### src/rtl/gated_interval_timer.sv
module gated_interval_timer #(
  parameter int CW       = 16,
  parameter int MID_LOG2 = 4,
  parameter int SLO_LOG2 = 8
) (
  input  logic          clk,
  input  logic          rst_n,
  input  logic          clk_en,
  input  logic          hblank,
  input  logic          vblank,
  input  logic          wr_en,
  input  logic [1:0]    addr,
  input  logic [CW-1:0] wdata,
  output logic [CW-1:0] rdata,
  output logic          irq
);
  localparam int PW = SLO_LOG2;

  logic [CW-1:0] cnt_q, tgt_q;
  logic [9:0]    ctl_q;
  logic          match_f, ovf_f;
  logic [PW-1:0] pre_q;
  logic          hb_q, vb_q;
  logic          tick;

  wire run     = ctl_q[7];
  wire gate_on = ctl_q[2] && (ctl_q[3:0] != 4'b0111);
  wire g_now   = ctl_q[3] ? vblank : hblank;
  wire g_prev  = ctl_q[3] ? vb_q : hb_q;
  wire g_rise  = g_now & ~g_prev;
  wire g_fall  = ~g_now & g_prev;
  wire [1:0] gmode = ctl_q[5:4];

  wire gate_rst = gate_on && ((gmode == 2'd1 && g_rise) ||
                              (gmode == 2'd2 && g_fall) ||
                              (gmode == 2'd3 && (g_rise || g_fall)));
  wire inhibit  = gate_on && (gmode == 2'd0) && g_now;

  always_comb begin
    case (ctl_q[1:0])
      2'd0:    tick = clk_en;
      2'd1:    tick = clk_en && (&pre_q[MID_LOG2-1:0]);
      2'd2:    tick = clk_en && (&pre_q);
      default: tick = hblank & ~hb_q;
    endcase
  end

  wire          step   = run && tick && !inhibit;
  wire [CW-1:0] nxt    = cnt_q + 1'b1;
  wire          wrap   = &cnt_q;
  wire          hit    = (nxt == tgt_q);
  wire          wr_cnt = wr_en && (addr == 2'd0);
  wire          wr_ctl = wr_en && (addr == 2'd1);
  wire          wr_tgt = wr_en && (addr == 2'd2);

  always_ff @(posedge clk or negedge rst_n) begin
    if (!rst_n) begin
      cnt_q   <= '0;
      tgt_q   <= '1;
      ctl_q   <= '0;
      match_f <= 1'b0;
      ovf_f   <= 1'b0;
      pre_q   <= '0;
      hb_q    <= 1'b0;
      vb_q    <= 1'b0;
    end else begin
      hb_q <= hblank;
      vb_q <= vblank;
      if (clk_en) pre_q <= pre_q + 1'b1;
      if (wr_cnt) begin
        cnt_q <= wdata;
        pre_q <= '0;
      end else if (gate_rst) begin
        cnt_q    <= '0;
        pre_q    <= '0;
        match_f  <= 1'b0;
        ovf_f    <= 1'b0;
        ctl_q[7] <= 1'b1;
      end else if (step) begin
        cnt_q <= (hit && ctl_q[6]) ? '0 : nxt;
        if (hit && ctl_q[8]) match_f <= 1'b1;
        if (wrap && ctl_q[9]) ovf_f <= 1'b1;
      end
      if (wr_ctl) begin
        ctl_q <= wdata[9:0];
        if (wdata[10]) match_f <= 1'b0;
        if (wdata[11]) ovf_f <= 1'b0;
      end
      if (wr_tgt) tgt_q <= wdata;
    end
  end

  always_comb begin
    case (addr)
      2'd0:    rdata = cnt_q;
      2'd1:    rdata = {{(CW-12){1'b0}}, ovf_f, match_f, ctl_q};
      2'd2:    rdata = tgt_q;
      default: rdata = '0;
    endcase
  end

  assign irq = (match_f & ctl_q[8]) | (ovf_f & ctl_q[9]);


  hold_chk: assert property (@(posedge clk) disable iff (!rst_n)
    (!run && !wr_cnt && !gate_rst) |=> $stable(cnt_q));


  wrap_chk: assert property (@(posedge clk) disable iff (!rst_n)
    (step && wrap && !wr_cnt && !gate_rst) |=> (cnt_q == '0));


  ovf_set_chk: assert property (@(posedge clk) disable iff (!rst_n)
    (step && wrap && ctl_q[9] && !wr_cnt && !gate_rst && !(wr_ctl && wdata[11])) |=> ovf_f);


  match_hold_chk: assert property (@(posedge clk) disable iff (!rst_n)
    (match_f && !gate_rst && !(wr_ctl && wdata[10])) |=> match_f);


  gate_rst_chk: assert property (@(posedge clk) disable iff (!rst_n)
    (gate_rst && !wr_cnt && !wr_ctl) |=> (cnt_q == '0 && ctl_q[7] && !irq));


  forced_off_chk: assert property (@(posedge clk) disable iff (!rst_n)
    (ctl_q == {ctl_q[9:8], 1'b1, 1'b0, ctl_q[5:4], 4'b0111} && hblank && !hb_q && !wr_cnt)
    |=> (cnt_q != $past(cnt_q)));


  irq_src_chk: assert property (@(posedge clk) disable iff (!rst_n)
    $rose(irq) |-> ($past(step) || $past(wr_ctl)));
endmodule

### config.mk
export PLATFORM = sky130hd
export DESIGN_NAME = gated_interval_timer
export DESIGN_NICKNAME = d
export VERILOG_FILES = /design/src/rtl/gated_interval_timer.sv
export SDC_FILE = /design/constraint.sdc
export NUM_CORES = 1
export LEC_CHECK = 0
export ABC_AREA = 1
export BUFFER_PORTS_ARGS = -buffer_cell sky130_fd_sc_hd__buf_2
export CAP_MARGIN = 5
export CORE_AREA = 2 2 86 88
export DETAILED_ROUTE_END_ITERATION = 8
export DIE_AREA = 0 0 88 90
export HOLD_SLACK_MARGIN = 0.06
export PLACE_DENSITY = 0.75
export SLEW_MARGIN = 10
export SYNTH_ARGS = -nofsm -noshare
export SYNTH_HDL_FRONTEND = slang
export SYNTH_SLANG_ARGS = --single-unit
### constraint.sdc
create_clock -name clk -period 2.14 [get_ports clk]
set_clock_uncertainty 0.05 [all_clocks]
set_input_delay 0.642 -clock clk [delete_from_list [all_inputs] [get_ports clk]]
set_output_delay 0.642 -clock clk [all_outputs]
set_load 0.05 [all_outputs]
==> impl_metrics.yaml <==
run_status:
  status: "complete, but fails checks"
  violations: "negative setup slack"
global_routing:
  grtUsageTotal: 0.3185
  globalRouteOverflowTotal: 0
  grt_pass1_vias: 3952
  grt_start_max_net_pins: 28
  grt_pass1_wl_um: 19670
  antenna_found_initial: 0
pwr:
  power.switching_mw: 2.996
  switching_share: 0.4999
  p_int_mw: 2.998
  leakage_nw: 2.508
  comb_power_share: 0.610
  vdd_drop_max_mv: 0.7391
  p_per_area_nw_per_um2: 1125
  p_total_mw: 5.994
  power_frac_seq: 0.280
  clkPwrFrac: 0.110
synthesis:
  synth.distinct_cells: 37
  synth_area_per_cell_um2: 7.168
  syn_nets: 540
  ys_async_sr_fraction: 1.000
  synth_top_flop_cell: "dfrtp_1"
  synth_top_area_share: 0.2606
  netlist_instances: 509
  synth_area_leaders: "dfrtp_1 26%, nand2_1 12%, dfstp_2 12%, inv_1 6.6%, nor2_1 6.4%"
  yosysWarnings: 0
  synth_edf_count: 0
  seq_area_frac_synth: 0.3759
  netlist_area_um2: 3648
  synth_top_area_cell: "dfrtp_1"
  ys_ff_latch: 54
placement:
  dpl.hpwl_um: 8299
  placed_area_um2: 4482
  globalplace.congestion: 0.9236
  dp_cells: 669
  io_buffer_count: 40
sta:
  rsz0062_at_grt: "true"
  finalSetupViolCount: 33
  slew_headroom: 0.6342
  tightest_slew_ns: 0.5488
  setup_tns_ns: -2.905
  maxClockFrequency_mhz: 430.5
  finalCritPeriodShare: 1.085
  min_period_ns: 2.323
  slew_violations: 0
  layout_setup_ws_ns: -0.1830
  hold_violations: 0
  hold_slack_ns: 0.2333
floorplanning:
  start_util: 0.5197
  fp.dieW_um: 88
  die_area_um2: 7920
  num_rows: 31
  fp.dieH_um: 90
  core_area_um2: 7020
  io_pins: 41
layout:
  postLayoutCellArea_um2: 5330
  fin_cells: 696
  drive_gt1_frac: 0.3769
  seqCellArea_um2: 1375
  nets: 627
  area_growth_pct: 46.09
  n_antenna_cell: 0
  fill_cells: 458
  multi_input_area_um2: 2536
worst_setup_path:
  reg2reg_slack_ns: -0.18
  cp-end-kind: "flop"
  cp.arrival_ns: 2.49
  required_ns: 2.31
  crit_type: "flop to flop"
  reg2reg_to: "cnt_q[5]$_DFFE_PN0P_"
  startpoint_type: "flop"
  crit_fanout: 8
  crit-reg2reg-launch: "cnt_q[1]$_DFFE_PN0P_"
  r2r_cells: 13
  critPathLaunch: "cnt_q[1]$_DFFE_PN0P_"
detailed_routing:
  ant_nets: 0
  wirelength_um: 13670
  initialDrtViolationCount: 494
  dr.pass1.iters: 7
  wl_per_cell_um: 19.64
  vias_per_cell: 6.045
  vias: 4207
  remaining_drc_errors: 0
hold_path:
  hp-class: "primary input to asynchronous set/reset pin"
clocking:
  h-tree-depth: 2
  cts_tree: "built"
  cts_buffers: 5
  cts-root-buf: "clkbuf_8"
  numClockSinks: 54
  cts.path.max_buffers: 2
  path_clk_slew_ns: 0.12
  clock_latency_ns: 0.33
run:
  drv_cap: 0
state kept, by name, indices dropped and copies added, names as in the netlist:
| name | cells |
|---|---|
| cnt_q | 16 |
| ovf_f | 1 |
| tgt_q | 16 |
| hb_q | 1 |
| vb_q | 1 |
| match_f | 1 |
| pre_q | 8 |
| ctl_q | 10 |
metrics by stage:
stage / setup slack, ns / util
2_1_floorplan: -0.2463 / -
3_3_place_gp: -0.2526 / 0.6384
3_5_place_dp: -0.2969 / 0.6384
4_1_cts: -0.02687 / 0.7081
5_1_grt: -0.2447 / 0.7592
6_report: -0.1830 / 0.7592
cell families (layout without fill, tap and decap cells):
family          Yosys count  in the layout  synth area share
buf+inv                  82            168           0.08950
compound gates           95             95            0.1584
fa+ha+maj                 7              7           0.02400
flops                    54             54            0.3759
mux                       5              5           0.01543
simple gates            256            258            0.3090
xor+xnor                 10             10           0.02778
final cells by class:
type | count | share of cell area
Multi-Input combinational cell | 375 | 0.4758
Inverter | 67 | 0.05282
Clock buffer | 5 | 0.01291
Sequential cell | 54 | 0.2580
Timing Repair Buffer | 93 | 0.1718
Clock inverter | 3 | 0.005399
Tap cell | 99 | 0.02324
routing by layer:
| layer | track usage | up-vias | wire [um] |
|---|---|---|---|
| met1 | 0.4331 | 1971 | 5115 |
| met2 | 0.5158 | 294 | 6452 |
| met4 | 0.1026 | 0 | 731 |
| li1 | - | 1858 | - |
| met3 | 0.04867 | 84 | 1371 |
| met5 | 0 | - | 0 |
timing repair:
item / 4_1_cts / 5_1_grt
resized for setup: 70 / 60
hold buffers: 0 / 0
pin swaps: 9 / 36
gates cloned: 3 / 2
setup endpoints to repair: 33 / 43
setup buffers: 5 / 9
cell usage after synthesis, types with 3 or more instances:
master / number
a21oi_1: 37
a22oi_1: 16
buf_2: 3
clkbuf_1: 9
dfrtp_1: 38
dfstp_2: 16
ha_1: 7
inv_1: 64
inv_2: 3
mux2_2: 5
nand2_1: 121
nand2_2: 4
nand3_1: 37
nand3b_1: 5
nand4_1: 9
nor2_1: 62
nor2_2: 6
nor3_1: 4
o21ai_0: 21
o221ai_1: 11
o22ai_1: 4
xor2_1: 8
power by group through the flow:
stage          registers [mW]  logic [mW]  clock network (mW)
2_1_floorplan            1.56        2.02                   0
3_3_place_gp             1.61        2.63                   0
3_5_place_dp             1.62        2.71                   0
4_1_cts                  1.61        2.99               0.654
5_1_grt                  1.71        3.91               0.692
6_report                 1.68        3.66               0.660
cell usage in the layout (no fill, tap or decap), drive strengths merged:
cell type and n:
nor2 70, clkinv 2, dfstp 16, nand4 9, nand3 41, ha 7, a22oi 16, xnor2 1
and3 1, clkbuf 7, nand3b 5, nand2 126, buf 91, a21oi 37, o211ai 1, nor3 4
xor2 8, or2 2, o221ai 11, o22ai 4, mux2 5, dfrtp 38, inv 68, a31oi 1
o21ai 23, xnor3 1, o21bai 2
worst max path at each step:
stage	endpoint	slack, ns	cells past startpoint
floorplan	rdata[1]	-0.25	4
global placement	rdata[6]	-0.25	6
global route	cnt_q[15]$_DFFE_PN0P_	-0.24	15
finish	cnt_q[5]$_DFFE_PN0P_	-0.18	13
detailed placement	cnt_q[15]$_DFFE_PN0P_	-0.30	13
CTS	rdata[4]	-0.03	6
worst max-delay path, stage by stage, from the launching register on:
cell,delay (ns)
dfrtp_1,0.43
buf_6,0.15
nand2_4,0.05
nor2_4,0.17
buf_12,0.17
nand3_4,0.09
nor2_1,0.12
nand2_1,0.12
nand3_1,0.14
nand2_1,0.10
nor2_4,0.17
nand3_4,0.20
nand2_1,0.16
a21oi_1,0.08
No activity file was read; power rests on OpenSTA's default activity.
